### src/rtl/still_step_pkg.sv
package still_step_pkg;
    localparam int REG_W    = 2;
    localparam int MODE_BIT = 1;
    localparam int STEP_BIT = 0;

    typedef enum logic [1:0] {
        ST_NORMAL     = 2'd0,
        ST_SEEK_FIRST = 2'd1,
        ST_PAUSE      = 2'd2,
        ST_SEEK_NEXT  = 2'd3
    } still_state_t;
endpackage

### src/rtl/still_step_regs.sv
module still_step_regs
    import still_step_pkg::*;
(
    input  logic             clk,
    input  logic             rst_n,
    input  logic             wr_en,
    input  logic [REG_W-1:0] wr_data,
    input  logic             fast_mode,
    input  logic             step_done,
    output logic             mode_q,
    output logic             step_q,
    output logic             err_q,
    output logic [REG_W-1:0] rd_data
);
    logic mode_next;
    logic step_block;

    assign mode_next  = wr_en ? wr_data[MODE_BIT] : mode_q;
    assign step_block = err_q || fast_mode;

    always_ff @(posedge clk or negedge rst_n) begin
        if (!rst_n) begin
            mode_q <= 1'b0;
            step_q <= 1'b0;
            err_q  <= 1'b0;
        end else begin
            mode_q <= mode_next;
            err_q  <= fast_mode && mode_q;
            if (!mode_next)
                step_q <= 1'b0;
            else if (wr_en && wr_data[STEP_BIT] && !step_block)
                step_q <= 1'b1;
            else if (step_done)
                step_q <= 1'b0;
        end
    end

    always_comb begin
        rd_data           = '0;
        rd_data[MODE_BIT] = mode_q;
        rd_data[STEP_BIT] = step_q;
    end


    step_self_clear_chk: assert property (@(posedge clk) disable iff (!rst_n)
        (step_done && !(wr_en && wr_data[STEP_BIT])) |=> !step_q);


    err_raise_chk: assert property (@(posedge clk) disable iff (!rst_n)
        (fast_mode && mode_q) |=> err_q);


    err_blocks_step_chk: assert property (@(posedge clk) disable iff (!rst_n)
        (err_q && !step_q) |=> !step_q);


    exit_clears_step_chk: assert property (@(posedge clk) disable iff (!rst_n)
        (wr_en && !wr_data[MODE_BIT]) |=> (!step_q && !mode_q));
endmodule

### src/rtl/still_step_fsm.sv
module still_step_fsm
    import still_step_pkg::*;
(
    input  logic clk,
    input  logic rst_n,
    input  logic mode_q,
    input  logic step_q,
    input  logic frame_valid,
    input  logic frame_is_intra,
    output logic flush,
    output logic display_en,
    output logic discard,
    output logic paused,
    output logic sync_off,
    output logic step_done
);
    still_state_t state, state_next;
    logic intra_hit;

    assign intra_hit = frame_valid && frame_is_intra;

    always_comb begin
        state_next = state;
        unique case (state)
            ST_NORMAL:     if (mode_q) state_next = ST_SEEK_FIRST;
            ST_SEEK_FIRST: if (!mode_q) state_next = ST_NORMAL;
                           else if (intra_hit) state_next = ST_PAUSE;
            ST_PAUSE:      if (!mode_q) state_next = ST_NORMAL;
                           else if (step_q) state_next = ST_SEEK_NEXT;
            ST_SEEK_NEXT:  if (!mode_q) state_next = ST_NORMAL;
                           else if (intra_hit) state_next = ST_PAUSE;
            default:       state_next = ST_NORMAL;
        endcase
    end

    always_ff @(posedge clk or negedge rst_n) begin
        if (!rst_n) state <= ST_NORMAL;
        else        state <= state_next;
    end

    always_comb begin
        flush      = 1'b0;
        display_en = 1'b0;
        paused     = 1'b0;
        step_done  = 1'b0;
        sync_off   = mode_q;
        unique case (state)
            ST_NORMAL: begin
                flush      = mode_q;
                display_en = frame_valid && !mode_q;
            end
            ST_SEEK_FIRST: begin
                display_en = frame_valid && (!mode_q || frame_is_intra);
            end
            ST_PAUSE: begin
                paused     = 1'b1;
                display_en = frame_valid && !mode_q;
            end
            ST_SEEK_NEXT: begin
                display_en = frame_valid && (!mode_q || frame_is_intra);
                step_done  = mode_q && intra_hit;
            end
            default: ;
        endcase
        discard = frame_valid && !display_en;
    end


    flush_single_chk: assert property (@(posedge clk) disable iff (!rst_n)
        flush |=> !flush);


    normal_shows_all_chk: assert property (@(posedge clk) disable iff (!rst_n)
        (state == ST_NORMAL && !mode_q && frame_valid) |-> display_en);


    still_intra_only_chk: assert property (@(posedge clk) disable iff (!rst_n)
        (mode_q && display_en) |-> frame_is_intra);


    pause_hold_chk: assert property (@(posedge clk) disable iff (!rst_n)
        (state == ST_PAUSE && mode_q && !step_q) |=> (state == ST_PAUSE));


    step_release_chk: assert property (@(posedge clk) disable iff (!rst_n)
        (state == ST_PAUSE && mode_q && step_q) |=> (state == ST_SEEK_NEXT));
endmodule

### src/rtl/still_step_ctl.sv
module still_step_ctl
    import still_step_pkg::*;
(
    input  logic             clk,
    input  logic             rst_n,
    input  logic             reg_wr,
    input  logic [REG_W-1:0] reg_wdata,
    output logic [REG_W-1:0] reg_rdata,
    input  logic             fast_mode,
    input  logic             frame_valid,
    input  logic             frame_is_intra,
    output logic             flush,
    output logic             audio_sync_off,
    output logic             audio_mute,
    output logic             display_en,
    output logic             discard,
    output logic             paused,
    output logic             err_illegal
);
    logic mode_q, step_q, step_done;

    still_step_regs u_regs (
        .clk       (clk),
        .rst_n     (rst_n),
        .wr_en     (reg_wr),
        .wr_data   (reg_wdata),
        .fast_mode (fast_mode),
        .step_done (step_done),
        .mode_q    (mode_q),
        .step_q    (step_q),
        .err_q     (err_illegal),
        .rd_data   (reg_rdata)
    );

    still_step_fsm u_fsm (
        .clk            (clk),
        .rst_n          (rst_n),
        .mode_q         (mode_q),
        .step_q         (step_q),
        .frame_valid    (frame_valid),
        .frame_is_intra (frame_is_intra),
        .flush          (flush),
        .display_en     (display_en),
        .discard        (discard),
        .paused         (paused),
        .sync_off       (audio_sync_off),
        .step_done      (step_done)
    );

    assign audio_mute = 1'b0;


    audio_live_chk: assert property (@(posedge clk) disable iff (!rst_n)
        audio_sync_off |-> !audio_mute);
endmodule

### config.mk
export PLATFORM = sky130hd
export DESIGN_NAME = still_step_ctl
export DESIGN_NICKNAME = d
export VERILOG_FILES = /design/src/rtl/still_step_pkg.sv /design/src/rtl/still_step_regs.sv /design/src/rtl/still_step_fsm.sv /design/src/rtl/still_step_ctl.sv
export SDC_FILE = /design/constraint.sdc
export NUM_CORES = 1
export LEC_CHECK = 0
export ABC_AREA = 1
export BUFFER_PORTS_ARGS = -buffer_cell sky130_fd_sc_hd__buf_2
export CELL_PAD_IN_SITES_DETAIL_PLACEMENT = 1
export CELL_PAD_IN_SITES_GLOBAL_PLACEMENT = 1
export CORE_MARGIN = 5
export CORE_UTILIZATION = 24
export DETAILED_ROUTE_END_ITERATION = 6
export PLACE_DENSITY_LB_ADDON = 0.1
export SLEW_MARGIN = 5
export SYNTH_ARGS = -nofsm -noshare
export SYNTH_HDL_FRONTEND = slang
export SYNTH_SLANG_ARGS = --single-unit
export TNS_END_PERCENT = 30
### constraint.sdc
create_clock -name clk -period 1 [get_ports clk]
set_clock_uncertainty 0.1 [all_clocks]
set_input_delay 0.05 -clock clk [delete_from_list [all_inputs] [get_ports clk]]
set_output_delay 0.05 -clock clk [all_outputs]
set_load 0.01 [all_outputs]
==> out/qor.yml <==
grt_antenna_before_repair: 0
cp.required_ps: 850
fin_ws_ps: -211
synth-edff-count: 0
slowest_delay_ps: 430
synth_top_area_share_pct: 39.4
grt-ovfl-total: 0
multi_input_comb_area_um2: 140
clkTransAtPathRegs_ps: 40
grt_max_degree: 7
grt_util_met2_pct: 16.5
fin_crit_sh_pct: 121
track_usage_pct: 9.94
use_met3_pct: 1.56
place.gp.congestion: 0.660
vias_per_cell: 4.15
drc: 0
wl_um: 995
dieArea_um2: 2150
grt_pass1_wl_um: 1490
clock_path_buffers: 2
synth-seq-cells: 5
hold_viol: 0
rows: 13
port_buffers: 15
vias: 365
violations: "negative setup slack"
synth.net_count: 53
cts_tree: "built"
final_nets: 82
setup_viol: 9
min_path_type: "input port to register"
synthMuxAreaShare_pct: 0
crit_slowest_cell: "dfrtp_2"
firstDrtPassIters: 2
cts_max_level: 1
wl_per_cell_um: 11.3
dp_cells: 76
n_antenna_cell: 0
worst_hold_slack_ps: 10.0
path_class: "register to primary output"
synth_fa_ha_area_share_pct: 0
fp.dieH_um: 46.4
dieWidth_um: 46.4
layout-drive-gt1-share_pct: 49.3
ff_latch_area_um2: 128
synthesis.area_um2: 318
yosysSeqAreaShare_pct: 39.4
finalNonFillerCells: 88
ctsRootBufferMaster: "clkbuf_4"
cp_max_fo: 4
utilization_pct: 43.7
drt_iter0_drc: 2
peakVddDrop_uv: 852
coreArea_um2: 1270
fmax_mhz: 826
worstSetupStartpointType: "register"
synth.area.top_cells: "dfrtp_1 39%, inv_1 11%, nand2_1 11%, buf_4 7.1%, nand3_1 4.7%"
synth_compound_area_share_pct: 9.45
top_usage_layer: "met2"
grt_use_met1_pct: 10.5
p_leak_nw: 0.317
end_kind: "primary output"
numCtsBuffers: 3
fin_crit_ps: 1210
power_density_nw_per_um2: 2010
crit_path_cell_trace: "a21oi_2 > inv_1 > nor2_1 > buf_2"
syn_inst: 45
yosysTopAreaCell: "dfrtp_1"
start_util_pct: 25.0
grt_pass1_vias: 379
cp.arrival_ps: 1060
drv_slew: 0
ant_nets: 0
rsz0062_at_grt: "yes"
status: "complete, but fails checks"
synthArstFlopShare_pct: 100
nFillCells: 172
dp_hpwl_um: 685
ys_types: 16
clock_sinks: 5
ios: 17
synthSimpleGateAreaFrac_pct: 31.1
synth_ff_type: "dfrtp_1"
yosys_warnings: 0
max_cap_violations: 0
area_growth_pct: 74.4
netlist_top_cells_count: "9 x inv_1, 9 x nand2_1, 5 x dfrtp_1, 4 x nor2_1"
post_synth_xor_area_fraction_pct: 0
syn_area_per_cell_um2: 7.06
clock_latency_ps: 240
synth_top_family_by_area: "simple AND/OR/NAND/NOR gates"
[layer usage]
layer / up-vias / wire length [um]
met5: - / 0
met4: 0 / 58
met3: 6 / 42
met2: 11 / 491
met1: 160 / 403
li1: 188 / -
[critical path, delay by kind of cell (launching register included)]
kind | cells | cell delay [ps]
flops | 1 | 430
buf+inv | 2 | 180
compound gates | 1 | 140
simple gates | 1 | 70
[kinds of logic after synthesis]
family | Yosys count
compound gates | 5
other cells | 1
flops | 5
buf+inv | 13
simple gates | 21
[power breakdown]
group / leakage (nW) / switching [mW] / total, mW / internal [mW]
registers: 0.0598 / 0.0594 / 0.318 / 0.258
logic: 0.242 / 0.270 / 0.569 / 0.298
clock network: 0.0150 / 0.0773 / 0.228 / 0.150
total: 0.317 / 0.407 / 1.11 / 0.707
[repair_timing]
item,in CTS,in global routing
hold buffers,4,0
gates resized for setup,5,6
setup buffers,3,1
setup endpoints to repair,8,9
pin swaps,2,1
endpoints found under the hold margin,8,0
[path summary, 6_finish.rpt]
path                                 from        endpoint  slack, ps  cells past startpoint
hold reg to reg              u_regs.err_q   u_regs.step_q        460                      3
min in group asynchronous           rst_n    u_regs.err_q         60                      2
setup / recovery           u_fsm.state[0]         discard       -210                      4
hold / removal               reg_wdata[1]   u_regs.mode_q         10                      5
setup reg to reg            u_regs.mode_q  u_fsm.state[1]       -100                      7
max in group asynchronous           rst_n  u_fsm.state[0]        600                      2
[final cells by class]
cell class,count,area share (%)
Clock buffer,4,4.74
Inverter,10,7.22
Multi-Input combinational cell,27,25.3
Sequential cell,5,23.0
Tap cell,15,3.39
Timing Repair Buffer,27,36.3
[per-stage QoR]
stage	TNS, ps	total power [mW]	setup slack (ps)	area [um2]
global route	-1700	1.20	-299	554
global placement	-109	0.746	-45.3	420
floorplan	-14.6	0.555	-14.6	319
finish	-1190	1.11	-211	554
detailed placement	-94.2	0.740	-41.1	420
CTS	-1160	1.10	-244	522
[layout by cell type, fill, tap and decap left out]
master,n
a21oi_1,1
a21oi_2,1
buf_2,12
buf_4,6
buf_6,5
clkbuf_1,1
clkbuf_4,3
conb_1,1
dfrtp_1,3
dfrtp_2,2
dlygate4sd3_1,4
inv_1,8
inv_2,1
inv_4,1
nand2_1,9
nand2_2,1
nand3_1,3
nand3_2,1
nand4_1,1
nor2_1,4
nor2_2,2
o211ai_1,1
o21ai_2,1
o21bai_1,1
[registers in the layout (all words and copies together) (netlist names)]
name,flops
u_regs.mode_q,1
u_fsm.state,2
u_regs.step_q,1
u_regs.err_q,1
Power figures use the tool's default switching activity.
